## config.mk

```make
export PLATFORM = sky130hd
export DESIGN_NAME = kick_watchdog
export DESIGN_NICKNAME = d
export VERILOG_FILES = /design/src/rtl/kick_wdt_pkg.sv /design/src/rtl/kick_edge_sync.sv /design/src/rtl/kick_wdt_timer.sv /design/src/rtl/kick_watchdog.sv
export SDC_FILE = /design/constraint.sdc
export NUM_CORES = 1
export LEC_CHECK = 0
export BUFFER_PORTS_ARGS = -buffer_cell sky130_fd_sc_hd__buf_2
export CORE_AREA = 2 2 42 44
export DETAILED_ROUTE_END_ITERATION = 6
export DIE_AREA = 0 0 44 46
export PLACE_DENSITY = 0.59
export SLEW_MARGIN = 0
export SYNTH_ARGS = -nofsm -noshare
export SYNTH_HDL_FRONTEND = slang
export SYNTH_SLANG_ARGS = --single-unit
```

## constraint.sdc

```tcl
create_clock -name clk -period 2.35 [get_ports clk]
set_input_delay 0.1175 -clock clk [delete_from_list [all_inputs] [get_ports clk]]
set_output_delay 0.1175 -clock clk [all_outputs]
set_load 0.005 [all_outputs]
```

## src/rtl/kick_wdt_pkg.sv

```systemverilog
package kick_wdt_pkg;

    // Observation of the synchronised kick line
    typedef struct packed {
        logic level;
        logic toggled;
    } kick_obs_t;

    // What the timer does on the next edge
    typedef enum logic [1:0] {
        WDT_HOLD   = 2'd0,
        WDT_CLEAR  = 2'd1,
        WDT_COUNT  = 2'd2,
        WDT_EXPIRE = 2'd3
    } wdt_step_e;

    // Disarm wins over a kick, and a kick wins over expiry
    function automatic wdt_step_e pick_step(input logic armed,
                                            input logic toggled,
                                            input logic at_limit);
        if (!armed)   return WDT_HOLD;
        if (toggled)  return WDT_CLEAR;
        if (at_limit) return WDT_EXPIRE;
        return WDT_COUNT;
    endfunction

    // Bits needed to hold 0 .. limit-1
    function automatic int unsigned count_bits(input int unsigned limit);
        return (limit < 3) ? 1 : $clog2(limit);
    endfunction

endpackage

```

## src/rtl/kick_edge_sync.sv

```systemverilog
module kick_edge_sync
    import kick_wdt_pkg::*;
#(
    parameter int unsigned SYNC_STAGES = 2
) (
    input  logic      clk,
    input  logic      rst,
    input  logic      kick_in,
    output kick_obs_t obs
);

    logic [SYNC_STAGES-1:0] chain;
    logic                   prev_level;

    generate
        for (genvar i = 0; i < SYNC_STAGES; i++) begin : g_stage
            if (i == 0) begin : g_first
                always_ff @(posedge clk) begin
                    if (rst) chain[0] <= 1'b0;
                    else     chain[0] <= kick_in;
                end
            end else begin : g_rest
                always_ff @(posedge clk) begin
                    if (rst) chain[i] <= 1'b0;
                    else     chain[i] <= chain[i-1];
                end
            end
        end
    endgenerate

    always_ff @(posedge clk) begin
        if (rst) prev_level <= 1'b0;
        else     prev_level <= chain[SYNC_STAGES-1];
    end

    always_comb begin
        obs.level   = chain[SYNC_STAGES-1];
        obs.toggled = chain[SYNC_STAGES-1] ^ prev_level;
    end

endmodule

```

## src/rtl/kick_wdt_timer.sv

```systemverilog
module kick_wdt_timer
    import kick_wdt_pkg::*;
#(
    parameter int unsigned TWD_CYCLES = 1000,
    localparam int unsigned CW = count_bits(TWD_CYCLES)
) (
    input  logic          clk,
    input  logic          rst,
    input  logic          armed,
    input  logic          toggled,
    output logic          timeout_o,
    output logic [CW-1:0] count_o
);

    localparam int unsigned   LAST_I = TWD_CYCLES - 1;
    localparam logic [CW-1:0] LAST   = LAST_I[CW-1:0];

    logic [CW-1:0] count_q;
    logic          strobe_q;
    wdt_step_e     step;

    always_comb step = pick_step(armed, toggled, count_q == LAST);

    always_ff @(posedge clk) begin
        if (rst) begin
            count_q  <= '0;
            strobe_q <= 1'b0;
        end else begin
            unique case (step)
                WDT_HOLD, WDT_CLEAR: begin
                    count_q  <= '0;
                    strobe_q <= 1'b0;
                end
                WDT_COUNT: begin
                    count_q  <= count_q + 1'b1;
                    strobe_q <= 1'b0;
                end
                WDT_EXPIRE: begin
                    count_q  <= '0;
                    strobe_q <= 1'b1;
                end
                default: begin
                    count_q  <= '0;
                    strobe_q <= 1'b0;
                end
            endcase
        end
    end

    assign timeout_o = strobe_q;
    assign count_o   = count_q;

endmodule

```

## src/rtl/kick_watchdog.sv

```systemverilog
module kick_watchdog
    import kick_wdt_pkg::*;
#(
    parameter int unsigned TWD_CYCLES  = 1000,
    parameter int unsigned SYNC_STAGES = 2
) (
    input  logic clk,
    input  logic rst,
    input  logic kick_in,
    input  logic kick_valid,
    input  logic rst_active,
    output logic timeout_o
);

    localparam int unsigned CW = count_bits(TWD_CYCLES);

    kick_obs_t     obs;
    logic          kick_toggled;
    logic          timer_armed;
    logic [CW-1:0] tick_count;

    kick_edge_sync #(.SYNC_STAGES(SYNC_STAGES)) u_sync (
        .clk     (clk),
        .rst     (rst),
        .kick_in (kick_in),
        .obs     (obs)
    );

    assign kick_toggled = obs.toggled;
    assign timer_armed  = kick_valid & ~rst_active;

    kick_wdt_timer #(.TWD_CYCLES(TWD_CYCLES)) u_timer (
        .clk       (clk),
        .rst       (rst),
        .armed     (timer_armed),
        .toggled   (kick_toggled),
        .timeout_o (timeout_o),
        .count_o   (tick_count)
    );

endmodule

```

### Word-level counts from Yosys, hierarchy flattened

Cells that the tools add are included.

* register bits: 14
* bits of input ports: 5

* add/subtract/negate cells: 1
* equality and inequality tests: 4
* reductions and logical operators: 3
* bitwise logic cells: 3
* multiplexer cells: 13

Operators by type and width (count)
* one-hot mux 10 bit (2 select lines): 1
* two-way mux 2 bit: 6
* adder 10 x 1 -> 10 bit (second input constant): 1
* equality test 10 bit (second input constant): 1
* OR reduction 3 bit: 2
* two-way mux 1 bit: 5
* equality test 2 bit (second input constant): 2
* equality test 2 x 1 -> 1 bit (second input constant): 1
* logical NOT 2 bit: 1
* one-hot mux 1 bit (2 select lines): 1
* bitwise AND 1 bit: 1
* NOT 1 bit: 1
* XOR 1 bit: 1

### Depth between registers and ports, before layout

Gate-level depths: netlist (run 1).

* word-level depth: 11
* gate-level depth with buffers: 5

### Modules after synthesis

Synthesis (run 1) repeated with hierarchy kept, for this count alone.

* cell total of the unflattened synthesis: 62
* area total of the unflattened synthesis: 581.8 um2

By module, submodules not included
* kick_wdt_timer: times used 1, cells each 53, area each 473.0 um2
* kick_edge_sync: times used 1, cells each 8, area each 95.1 um2
* kick_watchdog: times used 1, cells each 1, area each 13.8 um2

### Worst setup path before layout (run 1)

OpenSTA, ideal clock, no wires.

* path type: reg2reg
* from: register u_timer.count_q[0] (netlist: u_timer.count_o[0])
* to: register u_timer.count_q[3] (netlist: u_timer.count_o[3])
* setup slack: 0.828 ns
* library setup time: 0.119 ns
* stages on the path, launching flop included: 6
* data required time: 2.231 ns
* buffers on the path: 0
* data arrival time: 1.403 ns
* path through: dfxtp_1 > ha_1 > nand2_1 > or4_4 > o21bai_4 > nor2_1

* word-level cells in the longest chain between the ends: 10
* elaborated cells on any way between the ends: 15
* those cells by class: add/sub (1); eq/ne (4); mux (8); reduce/logical (2)

RTL lines
* from (decl): RTL line kick_wdt_timer.sv:18 `logic [CW-1:0] count_q;`
* from (signal assigned): RTL line kick_wdt_timer.sv:35 `count_q <= count_q + 1'b1;`
* equality test 10 bit: RTL line kick_wdt_timer.sv:22 `always_comb step = pick_step(armed, toggled, count_q == LAST);`
* two-way mux 1 bit (2 in series): RTL line kick_wdt_pkg.sv:23 `if (at_limit) return WDT_EXPIRE;`
* two-way mux 1 bit: RTL line kick_wdt_pkg.sv:22 `if (toggled) return WDT_CLEAR;`
* two-way mux 2 bit: RTL line kick_wdt_pkg.sv:24 `return WDT_COUNT;`
* two-way mux 2 bit: RTL line kick_wdt_pkg.sv:23
* two-way mux 2 bit: RTL line kick_wdt_pkg.sv:22
* equality test 2 x 1 -> 1 bit (tied with other cells): RTL line kick_wdt_timer.sv:29 `unique case (step)`
* OR reduction 3 bit (no source line)
* one-hot mux 10 bit (2 select lines) (*): RTL line kick_wdt_timer.sv:29

Mark *: on every way between the ends. The rest lies on a longest branch, timed or not. The select of a mux whose other input is x is not followed.
A chain may end at the register's enable or synchronous reset.

### Worst setup path in the final report (run 1)

* from: register u_timer.count_q[0] (netlist: u_timer.count_o[0])
* to: register u_timer.count_q[6] (netlist: u_timer.count_o[6])

The elaborated chain is that of the path after synthesis.

==> metrics, run 1 <==
status complete, no violations; most common cell after layout, fill and taps aside dfxtp_1; n_diodes 0; # rows 15; total CTS buffers 3; Num Clock Sinks 14; Die ar. 2020 um2; Worst Tran Pin Value 243 ps; #FFs+latches synth 14; largest net degree at the start of global routing 9; Max-Cap Viols 0; area grow syn2layout 14.3%; htree depth 1; number of global-route vias before repair 400; GRT Overall Usage 11.9%; register area share after synthesis 48.6%; CTS max path bufs 2; Worst IR Drop VDD 0.000183 V; Min Hold Slack 44.8 ps; Port Buf Inserts 5; Ports 6; Routed Antenna Nets 0; routed length per instance 10.9 um; Setup Fix Bufs, Post-CTS 0; Placeable Area 1610 um2; Mapped Nets 69; CP delay by family, top simple AND/OR/NAND/NOR gates; Max Freq 610 MHz; grt met2 use 17.9%; Finish-stage setup viols 0; CTS tree done; Max Fanout on Critical Path 6; cts repair resizes 0; met3 Use GR 2.38%; Nets 79; Slew Limit Fails 0; Die W 44 um; fin crit period 1640 ps; Power Density 636 nW/um2; share of cells above drive strength 1 18.1%; required time of the critical path 2510 ps; clk_skew 2.81 ps; Syn Area/Cell 9.16 um2; startpoint type of the worst setup path register; final hold vios 0; first-pass GRT wire length 1.66 mm; critical path class reg -> reg; CTS Hold Bufs 0; initial antenna violation count 0; Netlist Area Pre-Place 577 um2; Max stage delay cell, worst path or4_4; RSZ-0062 raised after global routing false; RePlAce Congestion 0.778; commonest cells after routing, fill and taps aside dfxtp_1 (14), nor2_1 (10), nand3_1 (6); CP max stage delay 540 ps; CTS clk-pin slew, worst paths 80 ps; Remaining Overflow, GRT 0; Yosys warning count 0; Root Driver clkbuf_4; chip height 46 um; Pleak 0.216 nW; Cells after Synth 63; Register Area 280 um2; Relative slew margins 83.8%; critical path cell sequence ha_1 > nand2_1 > or4_4 > o21bai_4 > nor2_1; routed vias 446; DRC Markers 0; multi-input logic area 289 um2; worst min path class in -> reg; crit share post-route 69.8%; Initial DRC Count 14; Worst EP arrival 1800 ps; vias per cell 5.01; WP buf/inv 0; GR peak layer met2; Synth cell types 22; crit end category register; # fillers 168; GRT met1 Usage 14.0%; Initial Util 35.7%; Detailed Place HPWL 764 um; final wirelength 968 um; Setup TNS 0 ps; clk_lat worst skew 270 ps; DRT Pass-1 Iters 4
## worst reg2reg max path, stage by stage (launching register included)
cell	delay, ps
dfxtp_1	390
ha_1	220
nand2_1	100
or4_4	540
o21bai_4	200
nor2_1	70
## routing by layer
layer | part of all wire, % | routed length [um]
met1 | 44 | 428
met3 | 3.3 | 32
met4 | 2.0 | 19
met5 | 0 | 0
met2 | 50 | 487
## state kept, by name, summed over array words and instances (netlist names)
name	flops
u_sync.obs	1
u_timer.count_o	10
u_timer.timeout_o	1
u_sync.prev_level	1
u_sync.chain	1
## path summary, 6_finish.rpt
kind	endpoint	slack, ps	cells past startpoint	startpoint
min reg2reg	u_sync.obs[1]$_SDFF_PP0_	460	1	u_sync.chain[0]$_SDFF_PP0_
max	u_timer.count_o[6]$_SDFF_PP0_	710	5	u_timer.count_o[0]$_SDFF_PP0_
max reg2reg	u_timer.count_o[6]$_SDFF_PP0_	710	5	u_timer.count_o[0]$_SDFF_PP0_
min	u_sync.prev_level$_SDFF_PP0_	40	2	rst
## cell usage after synthesis
library cell	count	area share, %
o21ai_0	1	0.87
xnor2_1	3	4.6
a21oi_1	4	3.5
or3_1	1	1.1
dfxtp_1	14	49
a31oi_1	1	1.1
nor3_1	1	0.87
ha_1	1	2.2
nor2b_1	3	3.3
nand2b_1	1	1.1
nand3_1	6	5.2
xor2_1	2	3.0
o21bai_4	1	3.3
nor4_1	1	1.1
a311oi_1	1	1.5
or4_4	1	2.0
o211ai_2	1	2.2
nand3b_1	2	2.6
nand2_1	5	3.3
nor2_1	10	6.5
inv_1	2	1.3
or2_2	1	1.1
## power breakdown
| group | internal [W] | total, W | switching [W] | leakage (nW) |
|---|---|---|---|---|
| clock | 0.0000940 | 0.000166 | 0.0000718 | 0.0210 |
| sequential | 0.000240 | 0.000242 | 0.00000170 | 0.113 |
| combinational | 0.00000644 | 0.0000117 | 0.00000530 | 0.0816 |
## layout make-up
cell class	instances	area share [%]
flip-flops and latches	14	42.5
clock buffers	4	5.50
repair buffers	5	3.80
well taps	17	3.23
inverters	2	1.14
multi-input cells	47	43.8
## stage by stage
step	util [%]	cells	instance area (um2)	worst slack, ps	power, W
final	40.9	89	659	711	0.000419
after global routing	40.9	89	659	611	0.000441
after detailed placement	38.6	85	623	712	0.000259
after CTS	40.9	89	659	703	0.000428
after floorplan	-	63	577	828	0.000254
after global placement	38.6	85	623	748	0.000259
## logic make-up after synthesis
logic type                 Yosys count  share of synthesized area, %
and+or+nand+nor                     32                          28.0
buffers and inverters                2                          1.30
adders and majority gates            1                          2.17
xor gates and xnor gates             5                          7.59
DFF                                 14                          48.6
AOI/OAI and AO/OA                    9                          12.4
(Power assumes the default switching activity.)
==> inputs of run 2 (changes only) <==
--- a/config.mk
+++ b/config.mk
@@ -5,11 +5,12 @@
 export SDC_FILE = /design/constraint.sdc
 export NUM_CORES = 1
 export LEC_CHECK = 0
+export ABC_AREA = 1
 export BUFFER_PORTS_ARGS = -buffer_cell sky130_fd_sc_hd__buf_2
-export CORE_AREA = 2 2 42 44
+export CORE_AREA = 2 2 45 47
 export DETAILED_ROUTE_END_ITERATION = 6
-export DIE_AREA = 0 0 44 46
-export PLACE_DENSITY = 0.59
+export DIE_AREA = 0 0 47 49
+export PLACE_DENSITY = 0.6
 export SLEW_MARGIN = 0
 export SYNTH_ARGS = -nofsm -noshare
 export SYNTH_HDL_FRONTEND = slang
==> constraint.sdc (replaced) <==
create_clock -name clk -period 1.42 [get_ports clk]
set_input_delay 0.071 -clock clk [delete_from_list [all_inputs] [get_ports clk]]
set_output_delay 0.071 -clock clk [all_outputs]
set_load 0.005 [all_outputs]
==> run 2 against run 1 <==
Effect of this change: register-to-register slack lost 500 ps; clock skew increased by 5.8 ps; synthesized area grew 13%; first-iteration DRC count is the same; core utilization is 0.93 points higher; wire length is 12% higher; design area is 17% higher; hold slack gained 130 ps; combinational power rose to 2.6 times the previous value; global-route usage barely moved; count of clock-buffer cells in the layout stayed put; non-clock buffer count rose by 2.
==> metrics, run 2 <==
status complete, no violations; Relative slew margins 85.3%; Placeable Area 1840 um2; predominant post-synthesis flop cell dfxtp_1; largest cells by area after synthesis dfxtp_1 (43%), nand2_1 (11%), inv_1 (7.5%); clk_skew 8.63 ps; Detailed Place HPWL 849 um; startpoint type of the worst setup path register; final hold vios 0; most frequent cell after synthesis nand2_1; Num Clock Sinks 14; CP delay by family, top simple AND/OR/NAND/NOR gates; routed vias 538; CTS max path bufs 2; Synth cell types 20; RSZ-0062 raised after global routing false; Setup TNS 0 ps; Pleak 0.284 nW; Initial Util 35.5%; Max Freq 830 MHz; Ports 6; initial antenna violation count 0; hold-critical path depth 5; #FFs+latches synth 14; Worst EP arrival 1380 ps; Die W 47 um; cells on worst reg2reg path 6; critical path cell sequence ha_1 > nand2_2 > nor2_1 > nand3_2 > nand2_4 > nor2_1; synth cell count leaders nand2_1 (19), dfxtp_1 (14), inv_1 (13), nor2_1 (13), a21oi_1 (5); Die ar. 2300 um2; share of cells above drive strength 1 19.6%; htree depth 1; Cells after Synth 86; Finish-stage setup viols 0; area grow syn2layout 17.6%; Yosys warning count 0; crit end category register; WP buf/inv 0; area leader, netlist dfxtp_1; async set-reset flop share out of synthesis 0%; commonest cells after routing, fill and taps aside nand2_1 (19), dfxtp_1 (14), inv_1 (13), nor2_1 (13); n_diodes 0; Root Driver clkbuf_4; Max-Cap Viols 0; required time of the critical path 1600 ps; CP max stage delay 370 ps; CP most frequent cell nor2_1; Max Fanout on Critical Path 9; Synth top area share 42.8%; Worst Tran Pin Value 220 ps; Power Density 935 nW/um2; Mapped Nets 92; Stages on worst setup path 6; Initial DRC Count 14; routed length per instance 8.74 um; DRT Pass-1 Iters 4; # rows 16; Slew Limit Fails 0; Syn Area/Cell 7.61 um2; Min Hold Slack 179 ps; vias per cell 4.34; total CTS buffers 3; most common cell after layout, fill and taps aside nand2_1; clk_lat worst skew 290 ps; DRC Markers 0; max reg flops 10; Netlist Area Pre-Place 654 um2; register area share after synthesis 42.8%; crit share post-route 84.9%; RePlAce Congestion 0.774; Port Buf Inserts 5; Routed Antenna Nets 0; Worst IR Drop VDD 0.000446 V; chip height 49 um; Remaining Overflow, GRT 0; GRT Overall Usage 11.8%; CTS tree done; critical path class reg -> reg; largest net degree at the start of global routing 10; EDFF count, synth 0; Nets 104; final wirelength 1.08 mm; worst min path class in -> reg; fin crit period 1210 ps; Max stage delay cell, worst path dfxtp_1; number of global-route vias before repair 470; first-pass GRT wire length 1.97 mm; CTS clk-pin slew, worst paths 80 ps; Setup Fix Bufs, Post-CTS 0
run 2: worst reg2reg max path, stage by stage (launching register included):
cell,delay [ps]
dfxtp_1,370
ha_1,210
nand2_2,100
nor2_1,130
nand3_2,120
nand2_4,130
nor2_1,50
run 2: cell type report:
cell class,instances,area (um2)
multi-input combinational,59,325
tap,27,33.8
timing repair buffer,7,45.0
sequential,14,280
inverter,13,48.8
clock buffer,4,36.3
fill,203,1070
run 2: per-layer routing:
layer	part of all wire [%]	vias up	routed length, um	global-route usage [%]
li1	-	288	-	-
met1	48	242	516	17.1
met2	48	4	523	16.0
met3	1.9	4	21	2.22
met4	1.9	0	21	6.94
met5	0	-	0	0
run 2: metrics by stage:
step	cells	util, %	area, um2	total power, W	worst slack [ps]
3_5_place_dp	118	38.7	713	0.000436	215
4_1_cts	124	41.8	769	0.000732	207
3_3_place_gp	118	38.7	713	0.000435	250
2_1_floorplan	86	-	654	0.000426	315
6_report	124	41.8	769	0.000720	215
5_1_grt	124	41.8	769	0.000753	124
run 2: logic make-up after synthesis:
group	after synthesis	synth area share [%]
AO/OA/AOI/OAI	7	5.93
flip-flops	14	42.8
XOR/XNOR	2	2.68
adder cells (fa/ha/maj)	1	1.91
AND/OR/NAND/NOR	49	39.2
buffers and inverters	13	7.46
run 2: path summary, 6_finish.rpt:
kind / startpoint / endpoint / slack (ps)
min reg2reg: u_sync.chain[0]$_SDFF_PP0_ / u_sync.obs[1]$_SDFF_PP0_ / 410
min: kick_valid / u_timer.count_o[6]$_SDFF_PP0_ / 180
max reg2reg: u_timer.count_o[0]$_SDFF_PP0_ / u_timer.count_o[2]$_SDFF_PP0_ / 210
max: u_timer.count_o[0]$_SDFF_PP0_ / u_timer.count_o[2]$_SDFF_PP0_ / 210
run 2: report_power, final:
group / switching (W) / leakage (nW) / total, W / internal, W
logic: 0.0000152 / 0.149 / 0.0000307 / 0.0000155
registers: 0.00000232 / 0.113 / 0.000399 / 0.000397
clock network: 0.000133 / 0.0210 / 0.000290 / 0.000156
total: 0.000151 / 0.284 / 0.000720 / 0.000569
run 2: what timing repair did:
| item | in CTS | in global routing |
|---|---|---|
| gates resized for setup | 0 | 0 |
| hold buffers | 2 | 0 |
| hold endpoints to repair | 3 | 0 |
